**src/rtl/ep_cmd_pkg.sv**
```systemverilog
package ep_cmd_pkg;

    localparam logic [3:0] GRP_VALIDATE = 4'h6;
    localparam logic [3:0] GRP_CLEAR    = 4'h7;
    localparam logic [3:0] GRP_STATUS   = 4'hD;

    typedef enum logic [1:0] {
        OP_NONE,
        OP_VALIDATE,
        OP_CLEAR,
        OP_STATUS
    } cmd_op_e;

    typedef struct packed {
        logic [1:0] full;     // [0] primary, [1] secondary
        logic       pid;      // next data PID
        logic       ovw;      // setup overwrote a full buffer
        logic       setup;    // setup packet received
        logic       cpu_buf;  // buffer owned by CPU side
        logic       usb_ptr;  // buffer used by USB side
    } ep_state_t;

    function automatic cmd_op_e decode_op(input logic [7:0] code);
        cmd_op_e op;
        op = OP_NONE;
        case (code[7:4])
            GRP_VALIDATE: if (code[3:0] != 4'h0) op = OP_VALIDATE;
            GRP_CLEAR:    if (code[3:0] != 4'h1) op = OP_CLEAR;
            GRP_STATUS:   op = OP_STATUS;
            default:      op = OP_NONE;
        endcase
        return op;
    endfunction

    function automatic logic [7:0] status_image(input ep_state_t s);
        return {1'b0, s.full[1], s.full[0], s.pid, s.ovw, s.setup, s.cpu_buf, 1'b0};
    endfunction

endpackage

```
**src/rtl/ep_cmd_decode.sv**
```systemverilog
module ep_cmd_decode
    import ep_cmd_pkg::*;
#(
    parameter int EP_W = 4
) (
    input  logic            cmd_valid,
    input  logic [7:0]      cmd_code,
    output cmd_op_e         op,
    output logic [EP_W-1:0] idx
);
    always_comb begin
        op  = cmd_valid ? decode_op(cmd_code) : OP_NONE;
        idx = cmd_code[EP_W-1:0];
    end
endmodule

```
**src/rtl/ep_state_unit.sv**
```systemverilog
module ep_state_unit
    import ep_cmd_pkg::*;
#(
    parameter bit IS_IN   = 1'b0,
    parameter bit IS_DBL  = 1'b0,
    parameter bit IS_CTRL = 1'b0
) (
    input  logic      clk,
    input  logic      rst,
    input  logic      do_val,
    input  logic      do_clr,
    input  logic      rx_take,
    input  logic      rx_setup,
    input  logic      tx_hit,
    output ep_state_t st,
    output logic      usb_full
);
    ep_state_t st_n;
    logic      tx_take;

    assign usb_full = st.full[st.usb_ptr];
    assign tx_take  = tx_hit && IS_IN && usb_full;

    always_comb begin
        st_n = st;
        if (rx_take) begin
            if (st.full[st.usb_ptr]) st_n.ovw = 1'b1;
            st_n.full[st.usb_ptr] = 1'b1;
            if (rx_setup) st_n.setup = 1'b1;
            if (IS_DBL)   st_n.usb_ptr = ~st.usb_ptr;
            if (!IS_CTRL) st_n.pid = ~st.pid;
        end
        if (tx_take) begin
            st_n.full[st.usb_ptr] = 1'b0;
            if (IS_DBL)   st_n.usb_ptr = ~st.usb_ptr;
            if (!IS_CTRL) st_n.pid = ~st.pid;
        end
        if (do_val && IS_IN) begin
            st_n.full[st.cpu_buf] = 1'b1;
            if (IS_DBL) st_n.cpu_buf = ~st.cpu_buf;
        end
        if (do_clr && !IS_IN) begin
            st_n.full[st.cpu_buf] = 1'b0;
            st_n.setup = 1'b0;
            st_n.ovw   = 1'b0;
            if (IS_DBL) st_n.cpu_buf = ~st.cpu_buf;
        end
    end

    always_ff @(posedge clk) begin
        if (rst) st <= '0;
        else     st <= st_n;
    end
endmodule

```
**src/rtl/ep_buf_cmd_ctrl.sv**
```systemverilog
module ep_buf_cmd_ctrl
    import ep_cmd_pkg::*;
#(
    parameter int          NUM_EP   = 16,
    parameter logic [15:0] IN_MASK  = 16'hAAAA,
    parameter logic [15:0] DBL_MASK = 16'hF000
) (
    input  logic       clk,
    input  logic       rst,
    input  logic       cmd_valid,
    input  logic [7:0] cmd_code,
    output logic       stat_valid,
    output logic [7:0] stat_byte,
    input  logic       rx_valid,
    input  logic [3:0] rx_ep,
    input  logic       rx_setup,
    output logic       rx_ack,
    input  logic       tx_done,
    input  logic [3:0] tx_ep
);
    localparam int EP_W = $clog2(NUM_EP);

    cmd_op_e                 op;
    logic [EP_W-1:0]         idx;
    ep_state_t               st       [NUM_EP];
    logic [NUM_EP-1:0]       usb_full;
    logic [2*NUM_EP-1:0]     full_vec;

    ep_cmd_decode #(.EP_W(EP_W)) u_dec (
        .cmd_valid (cmd_valid),
        .cmd_code  (cmd_code),
        .op        (op),
        .idx       (idx)
    );

    always_comb begin
        rx_ack = !IN_MASK[rx_ep] &&
                 (!usb_full[rx_ep[EP_W-1:0]] || (rx_setup && rx_ep == 4'd0));
    end

    for (genvar i = 0; i < NUM_EP; i++) begin : g_ep
        logic sel;
        assign sel = (idx == EP_W'(i));

        ep_state_unit #(
            .IS_IN   (IN_MASK[i]),
            .IS_DBL  (DBL_MASK[i]),
            .IS_CTRL (i < 2)
        ) u_ep (
            .clk      (clk),
            .rst      (rst),
            .do_val   (op == OP_VALIDATE && sel),
            .do_clr   (op == OP_CLEAR && sel),
            .rx_take  (rx_valid && rx_ack && rx_ep == 4'(i)),
            .rx_setup (rx_setup && i == 0),
            .tx_hit   (tx_done && tx_ep == 4'(i)),
            .st       (st[i]),
            .usb_full (usb_full[i])
        );

        assign full_vec[2*i +: 2] = st[i].full;
    end

    always_ff @(posedge clk) begin
        if (rst) begin
            stat_valid <= 1'b0;
            stat_byte  <= '0;
        end else begin
            stat_valid <= (op == OP_STATUS);
            if (op == OP_STATUS) stat_byte <= status_image(st[idx]);
        end
    end
endmodule

```
**config.mk**
```make
export PLATFORM = sky130hd
export DESIGN_NAME = ep_buf_cmd_ctrl
export DESIGN_NICKNAME = d
export VERILOG_FILES = /design/src/rtl/ep_cmd_pkg.sv /design/src/rtl/ep_cmd_decode.sv /design/src/rtl/ep_state_unit.sv /design/src/rtl/ep_buf_cmd_ctrl.sv
export SDC_FILE = /design/constraint.sdc
export NUM_CORES = 1
export LEC_CHECK = 0
export BUFFER_PORTS_ARGS = -buffer_cell sky130_fd_sc_hd__buf_4
export CORE_MARGIN = 10
export CORE_UTILIZATION = 28
export DETAILED_ROUTE_END_ITERATION = 12
export GPL_ROUTABILITY_DRIVEN = 1
export HOLD_SLACK_MARGIN = 0.08
export PLACE_DENSITY = 0.56
export SKIP_CTS_REPAIR_TIMING = 1
export SYNTH_ARGS = -nofsm -noshare
export SYNTH_HDL_FRONTEND = slang
export SYNTH_SLANG_ARGS = --single-unit
```
**constraint.sdc**
```tcl
create_clock -name clk -period 1.9 [get_ports clk]
set_input_delay 0.19 -clock clk [delete_from_list [all_inputs] [get_ports clk]]
set_output_delay 0.19 -clock clk [all_outputs]
set_load 0.1 [all_outputs]
```
==> metrics.md <==
| Metric | Value |
|---|---|
| Status | complete, but fails checks |
| Failing checks | setup timing |
| Number of flops mapped to enable cells by yosys | 0 |
| Required time of the critical path | 1710 ps |
| Startpoint of the worst-slack reg-to-reg timing path | g_ep[2].u_ep.st[5] |
| Setup repair after global routing missed its margin | yes |
| Worst-case clock buffer depth | 2 |
| I/O pin cnt | 32 |
| Placement Cell Area | 3610 µm² |
| Ranking of synthesized cells by area | dfxtp_1, mux4_2, nor2_1, a21oi_1, nor2b_1 |
| Vias per inst | 4.98 |
| Area of the multi-input gates | 1740 µm² |
| CP Launch Type | register |
| Average cell area after synthesis | 9.62 µm² |
| Die ar. | 15900 µm² |
| Detailed Routing Iterations Pass 1 | 4 |
| Clock tree from TritonCTS | built |
| Classification of the worst setup path | reg2out |
| Cell accounting for the most synthesized area | dfxtp_1 |
| Final sum of negative setup slack | -119 ps |
| Die height | 126 µm |
| Post-detail-place hpwl | 6370 µm |
| Number of input and output port buffers inserted | 29 |
| Share of synthesized area occupied by flip-flops and latches | 41.9% |
| Worst max-slew margin expressed relative to the limit | 65.9% |
| Worst-case setup margin in the final layout | -119 ps |
| Synthesized area | 3160 µm² |
| First-pass GRT wire length | 14000 µm |
| Reported leakage power | 1.45 nW |
| Library cells used by synthesis | 52 |
| Total Power Consumption | 3.37 mW |
| Std cell rows | 38 |
| Remaining global-route overflow | 0 |
| Worst-margin pin slew | 507 ps |
| Crit share post-route | 106% |
| Clock sink count | 66 |
| Register bit total from synthesis | 66 |
| Min-Delay Startpoint | rx_setup |
| Horizontal extent of the die | 126 µm |
| Maximum fanout along the worst path | 3 |
| Minimum setup slack among reg-to-reg paths | 60 ps |
| Number of CTS-inserted buffers | 9 |
| Clock-pin slew on the worst setup and hold paths | 60 ps |
| Min-Delay Path Class | in2reg |
| Max-slew violation count | 0 |
| Pin count of the biggest net entering global routing | 42 |
| Area grow syn2layout | 25.3% |
| Final setup viols | 1 |
| Achievable Freq | 0.495 GHz |
| Prevailing post-synth register cell | dfxtp_1 |
| Count of final hold-check violations | 0 |
| Source-to-sink clock delay at the later pin of the worst-skew pair | 330 ps |
| GR Util All Layers | 10.9% |
| Flip-flop and latch area | 1330 µm² |
| Most common cell after layout, fill and taps aside | dfxtp_1 |
| Synth top area share | 41.9% |
| Routed len/inst | 16.7 µm |
| Yosys warns | 0 |
| Number of global-route vias before repair | 2650 |
| DRC violation count after routing | 0 |
| Max-capacitance violation count | 0 |
| Clk_skew | 6.75 ps |
| Share of the core filled with cells | 36.2% |
| Core area | 10900 µm² |
| Kind of end point of the critical path | primary output |
| Final estimated routing congestion in global placement | 0.895 |
| Cell at the root of the clock tree | clkbuf_16 |
| Arrival time reported for the critical path endpoint | 1830 ps |
| Top library cells by usage in the layout, fill and taps aside | dfxtp_1, buf_4, nor2_1 |
| Diodes inserted | 0 |
| Worst hold margin | 128 ps |
| Launching instance or port of the critical path | g_ep[6].u_ep.st[5] |
| Starting DRC count in detailed routing | 209 |
| Layout cell share with drive strength beyond 1 | 26.9% |
| Effective utilization at floorplan | 28.9% |
| Design Area, Final | 3960 µm² |
| Synthesized instance count | 328 |
| Fillcell total | 1116 |
| Peak ir drop on the vdd network | 476 µV |
| Antenna violations before repair | 0 |
| Remaining antenna violation count | 0 |
| Total Routed Length | 8620 µm |
| Total power divided by cell area | 853 nW/µm² |
| DR vias | 2569 |
| Layout net count | 394 |
| Async set or reset register ratio after synthesis | 0% |
| Post-route minimum period | 2020 ps |
| Number of levels in the clock H-tree | 3 |
-- registers in the layout, indices dropped and copies added, names as in the netlist --
| signal | cells |
|---|---|
| g_ep.u_ep.st | 59 |
| stat_byte | 6 |
| stat_valid | 1 |
-- worst max-delay path, stage by stage, from the launching register on --
cell     delay [ps]
dfxtp_1         330
mux4_2          470
a21oi_1         190
o21ai_2          80
o21a_1          140
nor2_4          100
buf_12          180
-- through the flow --
step / std cells / setup WS (ps)
2_1_floorplan: 329 / 22.2
3_3_place_gp: 499 / 48.1
3_5_place_dp: 499 / 41.8
4_1_cts: 514 / -314
5_1_grt: 516 / -170
6_report: 516 / -119
-- kinds of logic after synthesis --
group | after synthesis | synth area share (%)
simple gates | 139 | 23.8
flops | 66 | 41.9
compound gates | 56 | 11.2
mux | 23 | 13.8
buf+inv | 22 | 3.37
xor+xnor | 21 | 5.83
other cells | 1 | 0.119
-- where the power goes --
group          leakage, nW  internal [mW]  switching, mW
logic                0.767          0.106          0.170
registers            0.536           1.39        0.00720
clock network        0.152           1.11          0.583
-- routing by layer --
layer	global-route usage, %	vias up	part of all wire (%)
li1	-	1234	-
met4	3.62	0	1.3
met2	17.8	59	48
met1	13.4	1263	45
met3	3.23	13	5.8
met5	0	-	0
-- cell usage after synthesis (all sizes together) (2+ instances only) --
library cell   n
a21oi         25
mux4          16
mux2i          5
nand2b         5
a22oi          4
nor3           5
xor2           9
nand2         25
nand3         14
nor3b          2
mux2           2
or2            2
clkbuf         7
o21ai          7
buf           10
or3b           2
nor2b         17
and3b          2
dfxtp         66
o21a           9
nor4           5
xnor2         12
a32oi          2
or3            2
o31ai          2
nor2          44
and2           9
inv            5
a211oi         2
-- layout make-up --
cell class / count / area share [%]
timing repair buffer: 49 / 9.62
inverter: 5 / 0.475
multi-input combinational: 241 / 44.1
clock buffer: 13 / 6.83
clock inverter: 2 / 0.886
tap: 140 / 4.43
sequential: 66 / 33.7
-- path summary, 6_finish.rpt --
check	endpoint	cells after the start
max	rx_ack	6
min	g_ep[0].u_ep.st[2]	3
max reg2reg	g_ep[2].u_ep.st[4]	6
min reg2reg	stat_byte[2]	2
Power figures use the tool's default switching activity.
